--- src/rtl/hpel_pkg.sv ---
package hpel_pkg;
  localparam int unsigned PIX_W  = 8;
  localparam int unsigned TAPS   = 6;
  localparam int unsigned HS_W   = PIX_W + 7;   // unclipped row sum
  localparam int unsigned VS_W   = HS_W + 6;    // centre sum over row sums
  localparam int unsigned ROW_SH = 5;
  localparam int unsigned CTR_SH = 10;
  localparam int          PIX_MAX = (1 << PIX_W) - 1;

  typedef logic [PIX_W-1:0]       pix_t;
  typedef logic signed [HS_W-1:0] hsum_t;

  function automatic pix_t round_clip(input logic signed [31:0] val, input int unsigned sh);
    logic signed [31:0] r;
    r = (val + (32'sd1 <<< (sh - 1))) >>> sh;
    if (r < 32'sd0) return '0;
    if (r > PIX_MAX) return pix_t'(PIX_MAX);
    return pix_t'(r);
  endfunction
endpackage

--- src/rtl/hpel_tap6.sv ---
module hpel_tap6 import hpel_pkg::*; #(
  parameter int unsigned IN_W  = PIX_W + 1,
  parameter int unsigned OUT_W = IN_W + 6
) (
  input  logic signed [IN_W-1:0]  tap_i [TAPS],
  output logic signed [OUT_W-1:0] sum_o
);
  logic signed [OUT_W-1:0] ext [TAPS];
  logic signed [OUT_W-1:0] outer, inner, mid;

  // weights 1,-5,20,20,-5,1 folded by symmetry into shift-add terms
  always_comb begin
    for (int k = 0; k < TAPS; k++) ext[k] = OUT_W'(tap_i[k]);
    outer = ext[0] + ext[5];
    inner = ext[1] + ext[4];
    mid   = ext[2] + ext[3];
    sum_o = outer - ((inner <<< 2) + inner) + ((mid <<< 4) + (mid <<< 2));
  end
endmodule

--- src/rtl/hpel_row_stage.sv ---
module hpel_row_stage import hpel_pkg::*; #(
  parameter  int unsigned BLK  = 4,
  localparam int unsigned WIN  = BLK + TAPS,
  localparam int unsigned NCOL = WIN - TAPS + 1,
  localparam int unsigned CW   = $clog2(WIN),
  localparam int unsigned OCW  = $clog2(NCOL)
) (
  input  logic           clk_i,
  input  logic           rst_ni,
  input  logic           start_i,
  input  logic           valid_i,
  input  pix_t           pix_i,
  output logic           a_vld_o,
  output logic           a_start_o,
  output logic [OCW-1:0] a_col_o,
  output logic [CW-1:0]  a_row_o,
  output hsum_t          hsum_o,
  output pix_t           mid_pix_o
);
  pix_t sr [TAPS];
  pix_t nxt_sr [TAPS];
  logic signed [PIX_W:0] sr_ext [TAPS];
  logic [CW-1:0] col_q, row_q, cur_col, cur_row, nxt_col, nxt_row;
  logic done_q, nxt_done, take;

  always_comb begin
    cur_col  = start_i ? '0 : col_q;
    cur_row  = start_i ? '0 : row_q;
    take     = valid_i && (start_i || !done_q);
    nxt_col  = cur_col;
    nxt_row  = cur_row;
    nxt_done = start_i ? 1'b0 : done_q;
    for (int k = 0; k < TAPS; k++) nxt_sr[k] = start_i ? '0 : sr[k];
    if (take) begin
      for (int k = 0; k < TAPS - 1; k++) nxt_sr[k] = start_i ? '0 : sr[k+1];
      nxt_sr[TAPS-1] = pix_i;
      if (cur_col == CW'(WIN - 1)) begin
        nxt_col = '0;
        if (cur_row == CW'(WIN - 1)) begin
          nxt_row  = '0;
          nxt_done = 1'b1;
        end else begin
          nxt_row = cur_row + 1'b1;
        end
      end else begin
        nxt_col = cur_col + 1'b1;
      end
    end
  end

  always_ff @(posedge clk_i or negedge rst_ni) begin
    if (!rst_ni) begin
      sr        <= '{default: '0};
      col_q     <= '0;
      row_q     <= '0;
      done_q    <= 1'b0;
      a_vld_o   <= 1'b0;
      a_start_o <= 1'b0;
      a_col_o   <= '0;
      a_row_o   <= '0;
    end else begin
      sr        <= nxt_sr;
      col_q     <= nxt_col;
      row_q     <= nxt_row;
      done_q    <= nxt_done;
      a_start_o <= start_i;
      a_vld_o   <= take && (cur_col >= CW'(TAPS - 1));
      a_col_o   <= OCW'(cur_col - CW'(TAPS - 1));
      a_row_o   <= cur_row;
    end
  end

  always_comb
    for (int k = 0; k < TAPS; k++) sr_ext[k] = signed'({1'b0, sr[k]});

  hpel_tap6 #(.IN_W(PIX_W + 1), .OUT_W(HS_W)) u_row_tap (
    .tap_i (sr_ext),
    .sum_o (hsum_o)
  );

  assign mid_pix_o = sr[TAPS/2];
endmodule

--- src/rtl/hpel_col_bank.sv ---
module hpel_col_bank import hpel_pkg::*; #(
  parameter  int unsigned BLK  = 4,
  localparam int unsigned WIN  = BLK + TAPS,
  localparam int unsigned NCOL = WIN - TAPS + 1,
  localparam int unsigned CW   = $clog2(WIN),
  localparam int unsigned OCW  = $clog2(NCOL)
) (
  input  logic           clk_i,
  input  logic           rst_ni,
  input  logic           flush_i,
  input  logic           push_i,
  input  logic [OCW-1:0] push_col_i,
  input  logic [CW-1:0]  push_row_i,
  input  hsum_t          hsum_i,
  input  pix_t           pix_i,
  output logic           b_vld_o,
  output logic [OCW-1:0] b_col_o,
  output logic [OCW-1:0] b_row_o,
  output pix_t           h_sel_o,
  output pix_t           v_sel_o,
  output pix_t           c_sel_o
);
  pix_t h_val [NCOL];
  pix_t v_val [NCOL];
  pix_t c_val [NCOL];

  for (genvar j = 0; j < NCOL; j++) begin : g_col
    hsum_t hcol [TAPS];
    pix_t  pcol [TAPS];
    logic signed [PIX_W:0]  pcol_ext [TAPS];
    logic signed [HS_W+5:0] vsum;
    logic signed [VS_W-1:0] csum;
    logic sel;

    assign sel = push_i && (push_col_i == OCW'(j));

    always_ff @(posedge clk_i or negedge rst_ni) begin
      if (!rst_ni) begin
        hcol <= '{default: '0};
        pcol <= '{default: '0};
      end else if (flush_i) begin
        hcol <= '{default: '0};
        pcol <= '{default: '0};
      end else if (sel) begin
        for (int k = 0; k < TAPS - 1; k++) begin
          hcol[k] <= hcol[k+1];
          pcol[k] <= pcol[k+1];
        end
        hcol[TAPS-1] <= hsum_i;
        pcol[TAPS-1] <= pix_i;
      end
    end

    always_comb
      for (int k = 0; k < TAPS; k++) pcol_ext[k] = signed'({1'b0, pcol[k]});

    hpel_tap6 #(.IN_W(PIX_W + 1), .OUT_W(HS_W + 6)) u_vert_tap (
      .tap_i (pcol_ext),
      .sum_o (vsum)
    );

    hpel_tap6 #(.IN_W(HS_W), .OUT_W(VS_W)) u_ctr_tap (
      .tap_i (hcol),
      .sum_o (csum)
    );

    assign h_val[j] = round_clip(32'(hcol[TAPS/2]), ROW_SH);
    assign v_val[j] = round_clip(32'(vsum), ROW_SH);
    assign c_val[j] = round_clip(32'(csum), CTR_SH);
  end

  always_ff @(posedge clk_i or negedge rst_ni) begin
    if (!rst_ni) begin
      b_vld_o <= 1'b0;
      b_col_o <= '0;
      b_row_o <= '0;
    end else begin
      b_vld_o <= push_i && (push_row_i >= CW'(TAPS - 1));
      b_col_o <= push_col_i;
      b_row_o <= OCW'(push_row_i - CW'(TAPS - 1));
    end
  end

  always_comb begin
    h_sel_o = '0;
    v_sel_o = '0;
    c_sel_o = '0;
    for (int j = 0; j < NCOL; j++) begin
      if (b_col_o == OCW'(j)) begin
        h_sel_o = h_val[j];
        v_sel_o = v_val[j];
        c_sel_o = c_val[j];
      end
    end
  end
endmodule

--- src/rtl/hpel_upsampler.sv ---
module hpel_upsampler import hpel_pkg::*; #(
  parameter  int unsigned BLK  = 4,
  localparam int unsigned WIN  = BLK + TAPS,
  localparam int unsigned NCOL = WIN - TAPS + 1,
  localparam int unsigned CW   = $clog2(WIN),
  localparam int unsigned OCW  = $clog2(NCOL)
) (
  input  logic             clk_i,
  input  logic             rst_ni,
  input  logic             start_i,
  input  logic             valid_i,
  input  logic [PIX_W-1:0] pix_i,
  output logic             valid_o,
  output logic [OCW-1:0]   col_o,
  output logic [OCW-1:0]   row_o,
  output logic [PIX_W-1:0] h_o,
  output logic [PIX_W-1:0] v_o,
  output logic [PIX_W-1:0] c_o
);
  logic           a_vld, a_start, b_vld;
  logic [OCW-1:0] a_col, b_col, b_row;
  logic [CW-1:0]  a_row;
  hsum_t          hsum;
  pix_t           mid_pix, h_sel, v_sel, c_sel;

  hpel_row_stage #(.BLK(BLK)) u_row (
    .clk_i     (clk_i),
    .rst_ni    (rst_ni),
    .start_i   (start_i),
    .valid_i   (valid_i),
    .pix_i     (pix_i),
    .a_vld_o   (a_vld),
    .a_start_o (a_start),
    .a_col_o   (a_col),
    .a_row_o   (a_row),
    .hsum_o    (hsum),
    .mid_pix_o (mid_pix)
  );

  // column flush follows start by one edge so a pending row push is not lost
  hpel_col_bank #(.BLK(BLK)) u_cols (
    .clk_i      (clk_i),
    .rst_ni     (rst_ni),
    .flush_i    (a_start),
    .push_i     (a_vld),
    .push_col_i (a_col),
    .push_row_i (a_row),
    .hsum_i     (hsum),
    .pix_i      (mid_pix),
    .b_vld_o    (b_vld),
    .b_col_o    (b_col),
    .b_row_o    (b_row),
    .h_sel_o    (h_sel),
    .v_sel_o    (v_sel),
    .c_sel_o    (c_sel)
  );

  always_ff @(posedge clk_i or negedge rst_ni) begin
    if (!rst_ni) begin
      valid_o <= 1'b0;
      col_o   <= '0;
      row_o   <= '0;
      h_o     <= '0;
      v_o     <= '0;
      c_o     <= '0;
    end else begin
      valid_o <= b_vld;
      if (b_vld) begin
        col_o <= b_col;
        row_o <= b_row;
        h_o   <= h_sel;
        v_o   <= v_sel;
        c_o   <= c_sel;
      end
    end
  end
endmodule

--- config.mk ---
export PLATFORM = sky130hd
export DESIGN_NAME = hpel_upsampler
export DESIGN_NICKNAME = d
export VERILOG_FILES = /design/src/rtl/hpel_pkg.sv /design/src/rtl/hpel_tap6.sv /design/src/rtl/hpel_row_stage.sv /design/src/rtl/hpel_col_bank.sv /design/src/rtl/hpel_upsampler.sv
export SDC_FILE = /design/constraint.sdc
export NUM_CORES = 2
export LEC_CHECK = 0
export ABC_AREA = 1
export BUFFER_PORTS_ARGS = -buffer_cell sky130_fd_sc_hd__buf_2
export CAP_MARGIN = 0
export CELL_PAD_IN_SITES_DETAIL_PLACEMENT = 0
export CELL_PAD_IN_SITES_GLOBAL_PLACEMENT = 1
export CORE_ASPECT_RATIO = 1.5
export CORE_MARGIN = 2
export CORE_UTILIZATION = 45
export CTS_CLUSTER_SIZE = 10
export DETAILED_ROUTE_END_ITERATION = 12
export GPL_ROUTABILITY_DRIVEN = 0
export GPL_TIMING_DRIVEN = 1
export PLACE_DENSITY_LB_ADDON = 0.1
export SKIP_CTS_REPAIR_TIMING = 1
export SYNTH_ARGS = -nofsm -noshare
export SYNTH_HDL_FRONTEND = slang
export SYNTH_HIERARCHICAL = 1
export SYNTH_SLANG_ARGS = --single-unit
export TNS_END_PERCENT = 30
--- constraint.sdc ---
create_clock -name clk_i -period 7 [get_ports clk_i]
set_clock_uncertainty 0.05 [all_clocks]
set_input_delay 0.7 -clock clk_i [delete_from_list [all_inputs] [get_ports clk_i]]
set_output_delay 0.7 -clock clk_i [all_outputs]
set_load 0.1 [all_outputs]
== Word level (Yosys, flattened, before mapping) ==
Cells that the tools add are included.

* Add/sub/neg operators: 96
* $lt $le $gt $ge: 32
* Reduce and logical (&&, ||, !) cells: 18
* Eq/ne operators: 10
* Mux-type cells: 158

{| class="wikitable"
|+ Operators with widths
! kind !! number
|-
| 90-bit 2-to-1 mux || 10
|-
| 8-bit 2-to-1 mux || 81
|-
| 48-bit 2-to-1 mux || 11
|-
| 15-bit by 15-bit adder with 16-bit output || 15
|-
| 8-bit by 8-bit adder with 9-bit output || 18
|-
| 21-bit by 11-bit adder with 22-bit output, second input constant || 5
|-
| 21-bit by 6-bit adder with 22-bit output, second input constant || 5
|-
| 20-bit by 18-bit adder with 21-bit output || 5
|-
| 21-bit by 15-bit adder with 21-bit output || 5
|-
| 21-bit adder || 5
|-
| 21-bit by 13-bit subtractor with 21-bit output || 5
|-
| 16-bit by 19-bit subtractor with 20-bit output || 5
|-
| 18-bit by 16-bit adder with 19-bit output || 5
|-
| 17-bit by 9-bit > comparator with 1-bit output, second input constant || 5
|-
| 17-bit by 1-bit less-than comparator with 1-bit output, second input constant || 5
|-
| 13-bit by 11-bit adder with 14-bit output || 6
|-
| 15-bit by 6-bit adder with 16-bit output, second input constant || 5
|-
| 11-bit by 9-bit adder with 12-bit output || 6
|-
| 12-bit by 9-bit > comparator with 1-bit output, second input constant || 5
|-
| 12-bit by 1-bit less-than comparator with 1-bit output, second input constant || 5
|-
| 11-bit by 9-bit > comparator with 1-bit output, second input constant || 5
|-
| 11-bit by 1-bit less-than comparator with 1-bit output, second input constant || 5
|-
| 1-bit 2-to-1 mux || 49
|-
| 4-bit 2-to-1 mux || 7
|-
| 14 further kinds || 36
|}

* Register bits after elaboration: 794
* Bits of input ports: 12

== Longest topological paths before layout ==
* Depth in word-level cells: 15
* Depth in mapped cells: 44

== Cells and area by module ==
The synthesis kept the hierarchy.

{| class="wikitable"
|+ Modules (own cells, without submodules)
! module !! instances !! cells each !! seq. area each (um^2) !! area each (um^2)
|-
| hpel_col_bank || 1 || 3491 || 17441.7 || 30996.0
|-
| hpel_tap6 at u_cols.g_col[0].u_ctr_tap ... || 2 || 598 || 0.0 || 4398.0
|-
| hpel_tap6 at u_cols.g_col[3].u_ctr_tap ... || 2 || 593 || 0.0 || 4304.1
|-
| hpel_tap6 at u_cols.g_col[2].u_vert_tap ... || 3 || 357 || 0.0 || 2742.6
|-
| hpel_tap6 at u_cols.g_col[2].u_ctr_tap || 1 || 592 || 0.0 || 4395.5
|-
| hpel_row_stage || 1 || 325 || 1651.6 || 2889.0
|-
| hpel_tap6 at u_cols.g_col[1].u_vert_tap || 1 || 367 || 0.0 || 2747.6
|-
| hpel_tap6 at u_cols.g_col[0].u_vert_tap || 1 || 355 || 0.0 || 2727.6
|-
| hpel_tap6 at u_row.u_row_tap || 1 || 364 || 0.0 || 2725.1
|-
| hpel_upsampler || 1 || 128 || 775.7 || 1147.4
|}

== Worst setup path before layout ==
No wires, ideal clock.

* Kind: reg-to-reg
* From: reg u_cols/g_col[0].hcol[15] (netlist bit)
* To: reg c_o[6]
* Arrival: 5.754 ns
* Buffers on the path: 0
* Period minus slack after synthesis: 5.926 ns
* Library setup time: 0.122 ns
* Setup slack: 1.074 ns
* Cell stages (with the launch flop): 36
* Path through: dfrtp_1 -> ha_1 -> fa_1 -> nand3_1 -> a31oi_1 -> nor2_1 -> o21ai_2 -> nand2_1 -> nand2_1 -> nand2_1 -> nand2_1 -> fa_1 -> inv_1 -> fa_1 -> inv_1 -> fa_1 -> inv_1 -> ha_1 -> a21o_1 -> nor2_2 -> nand3_2 -> a21oi_1 -> xnor2_1 -> nand2_1 -> nor2_1 -> nand3_1 -> xor2_1 -> nand2_1 -> o21ai_2 -> o21ai_0 -> nand2_1 -> nand2_1 -> nor2_1 -> nand2_1 -> nand2_1 -> nand2_1

* Cells in the longest elaborated chain, start to end: 15

{| class="wikitable"
|+ Ends and longest elaborated chain
! what !! line !! text
|-
| from (decl) || hpel_col_bank.sv:28 || <nowiki>hsum_t hcol [TAPS];</nowiki>
|-
| from (signal, indexed assignment) || hpel_col_bank.sv:46 || <nowiki>hcol[k] <= hcol[k+1];</nowiki>
|-
| from (signal, indexed assignment) || hpel_col_bank.sv:49 || <nowiki>hcol[TAPS-1] <= hsum_i;</nowiki>
|-
| 15-bit by 15-bit adder with 16-bit output (*) || hpel_tap6.sv:15 || <nowiki>inner = ext[1] + ext[4];</nowiki>
|-
| 18-bit by 16-bit adder with 19-bit output (*) || hpel_tap6.sv:17 || <nowiki>sum_o = outer - ((inner <<< 2) + inner) + ((mid <<< 4) + (mid <<< 2));</nowiki>
|-
| 16-bit by 19-bit subtractor with 20-bit output (*) || hpel_tap6.sv:17 ||
|-
| 21-bit adder (*) || hpel_tap6.sv:17 ||
|-
| net u_cols.g_col[0].csum[15] || hpel_col_bank.sv:32 || <nowiki>logic signed [VS_W-1:0] csum;</nowiki>
|-
| 21-bit by 11-bit adder with 22-bit output (*) || hpel_pkg.sv:15 || <nowiki>r = (val + (32'sd1 <<< (sh - 1))) >>> sh;</nowiki>
|-
| 12-bit by 9-bit > comparator with 1-bit output || hpel_pkg.sv:17 || <nowiki>if (r > PIX_MAX) return pix_t'(PIX_MAX);</nowiki>
|-
| 1-bit 2-to-1 mux (2 in series) || hpel_pkg.sv:17 ||
|-
| 8-bit 2-to-1 mux || hpel_pkg.sv:18 || <nowiki>return pix_t'(r);</nowiki>
|-
| 8-bit 2-to-1 mux (*) || hpel_pkg.sv:17 ||
|-
| 8-bit 2-to-1 mux (*) (5 in series) || hpel_col_bank.sv:89 || <nowiki>if (b_col_o == OCW'(j)) begin</nowiki>
|-
| net c_sel[6] || hpel_upsampler.sv:24 || <nowiki>pix_t mid_pix, h_sel, v_sel, c_sel;</nowiki>
|-
| to (signal assigned) || hpel_upsampler.sv:73 || <nowiki>c_o <= c_sel;</nowiki>
|-
| to (decl) || hpel_upsampler.sv:18 || <nowiki>output logic [PIX_W-1:0] c_o</nowiki>
|}

The timed path passes the listed nets; every way through them passes the cells marked *. The select of a mux whose other input is x is not followed.
A chain may end at the register's enable or synchronous reset.

== Worst setup path after layout ==
* From: reg u_cols/g_col[4].hcol[60] (netlist bit)
* To: reg c_o[0]

* Cells in the longest elaborated chain, start to end: 11

{| class="wikitable"
|+ Ends and longest elaborated chain
! what !! line
|-
| from (decl) || hpel_col_bank.sv:28
|-
| from (signal, indexed assignment) || hpel_col_bank.sv:46
|-
| from (signal, indexed assignment) || hpel_col_bank.sv:49
|-
| 15-bit by 15-bit adder with 16-bit output (*) || hpel_tap6.sv:15
|-
| 18-bit by 16-bit adder with 19-bit output (*) || hpel_tap6.sv:17
|-
| 16-bit by 19-bit subtractor with 20-bit output (*) || hpel_tap6.sv:17
|-
| 21-bit adder (*) || hpel_tap6.sv:17
|-
| net u_cols.g_col[4].csum[12] || hpel_col_bank.sv:32
|-
| 21-bit by 11-bit adder with 22-bit output (*) || hpel_pkg.sv:15
|-
| 12-bit by 9-bit > comparator with 1-bit output || hpel_pkg.sv:17
|-
| 1-bit 2-to-1 mux (2 in series) || hpel_pkg.sv:17
|-
| 8-bit 2-to-1 mux || hpel_pkg.sv:18
|-
| 8-bit 2-to-1 mux (*) || hpel_pkg.sv:17
|-
| 8-bit 2-to-1 mux (*) || hpel_col_bank.sv:89
|-
| net c_sel[0] || hpel_upsampler.sv:24
|}

Marked as above.

==> out/metrics.yaml <==
grt_pass1_wl_mm: 331
rsz0062_at_grt: "yes"
synthCells: 9040
regToRegStartpoint: "u_cols/g_col[4].hcol[60]$_DFFE_PN0P_"
firstDrtPassIters: 5
io_pins: 43
worst_slew_pin_slew_ns: 1.25
cp_slowest_stage_delay_ns: 0.52
ys.warnings.count: 6
status: "finished with violations"
antenna_found_initial: 3
r2r_end: "c_o[0]$_DFFE_PN0P_"
cp_common_cell: "nand2_1"
clock-sinks: 794
die_h_um: 497
cts_made_buffers: 95
cp-end-kind: "flop"
dp_slack_ns: 0.198
nFillCells: 16100
final_common_cell: "inv_1"
h-tree-depth: 3
drive_gt1_frac: 0.0742
drtIter0Drc: 3219
ir_drop_mv: 0.201
drc_errors: 0
multi_input_area_sq_um: 44700
wl_mm: 207
clock_latency_ns: 0.75
path_max_fanout: 4
layoutNonFillerInstCount: 11300
num_vias: 57900
cpMaxStageDelayCell: "fa_1"
portBuffers: 42
nNetsFinal: 10300
cts-root-buf: "clkbuf_16"
period_share: 0.943
finalMaxSlewViolations: 0
wl_per_cell_um: 18.3
cts.path.max_buffers: 3
register_area_sq_um: 19900
clk_pin_slew_ns: 0.06
syn-cell-area_sq_um: 73000
min_path_type: "input pin to asynchronous set/reset pin"
crit_type: "flop to flop"
num_rows: 181
grt_max_degree: 162
grt_pass1_vias: 61000
cp.required_ns: 7.56
slew-limit-headroom: 0.161
synth.avg_cell_area_sq_um: 8.08
start_kind: "flop"
layout_setup_ws_ns: 0.397
hold_viol_final: 24
violations: "negative hold slack"
grt_overflow: 0
post-route-min-period_ns: 6.60
fmax_ghz: 0.151
fin_util: 0.488
core_sq_um: 162000
p_per_area_nw_per_um2: 255
dp.final_hpwl_mm: 168
syn2layout_area_growth_pct: 8.17
worstRegToRegCells: 28
ant_nets: 0
track_usage: 0.253
p_leak_nw: 39.6
critPathLaunch: "u_cols/g_col[4].hcol[60]$_DFFE_PN0P_"
maxCapViolCount: 0
die_x_um: 333
dp_cells: 11100
vias_per_cell: 5.13
r2r_slack_ns: 0.40
setup_violations: 0
whs_ns: -0.0696
final_cell_mix: "2115 x inv_1, 1595 x nand2_1, 792 x dfrtp_1, 590 x fa_1, 559 x ha_1"
dieArea_sq_um: 166000
cts_tree: "done"
crit_arrival_ns: 7.17
start_util: 0.451
## routing by layer
metal,share of wire,wire length [um],vias up,track usage
met3,0.030,6260,322,0.0227
met1,0.41,85100,28100,0.302
li1,-,-,28600,-
met5,0,0,-,0
met4,0.040,8280,0,0.102
met2,0.52,107000,925,0.464
## cell type report
class	instances	share of cell area
inverter	2164	0.103
clock inverter	15	0.00284
timing repair buffer	119	0.0106
multi-input combinational	5962	0.566
tap	2104	0.0333
antenna	3	0.0000951
sequential	794	0.252
clock buffer	120	0.0322
## worst max path at each step
stage               depth (start not counted)                  to  slack (ns)
CTS                                        34  v_o[1]$_DFFE_PN0P_        0.14
finish                                     28  c_o[0]$_DFFE_PN0P_        0.40
detailed placement                         35  v_o[3]$_DFFE_PN0P_        0.20
global route                               35  c_o[6]$_DFFE_PN0P_       -0.05
global placement                           32  v_o[1]$_DFFE_PN0P_        0.19
floorplan                                  35  c_o[6]$_DFFE_PN0P_        1.07
## worst max-delay path, delay by kind of cell, from the launching register on
| kind | cells | cell delay, ns |
|---|---|---|
| buffers and inverters | 2 | 0.23 |
| DFF | 1 | 0.38 |
| adders and majority gates | 6 | 2.39 |
| AOI/OAI and AO/OA | 5 | 1.38 |
| and+or+nand+nor | 13 | 1.52 |
| xor gates and xnor gates | 2 | 0.50 |
## power by group
group          switching (mW)  leakage, nW  internal [mW]
registers              0.0712         11.0           4.67
clock network            2.02         1.34           2.63
logic                    7.24         27.3           3.51
total                    9.33         39.6           10.8
## through the flow
step	hold WS (ns)	TNS [ns]	power (mW)	cell area, sq um
floorplan	0.299	0	12.4	73400
global placement	0.356	0	15.1	75800
detailed placement	0.367	0	15.2	75800
CTS	-0.0322	0	19.9	78600
global route	-0.00479	-0.268	21.8	79000
finish	-0.0696	0	20.1	79000
## registers in the layout, summed over array words and instances (netlist names), 3 cells and up
name,cells
c_o,8
col_o,3
h_o,8
row_o,3
u_cols/b_col_o,3
u_cols/b_row_o,3
u_cols/g_col.hcol,450
u_cols/g_col.pcol,240
u_row/a_col_o,3
u_row/a_row_o,4
u_row/col_q,4
u_row/mid_pix_o,8
u_row/row_q,4
u_row/sr,40
v_o,8
(Power assumes the default switching activity.)
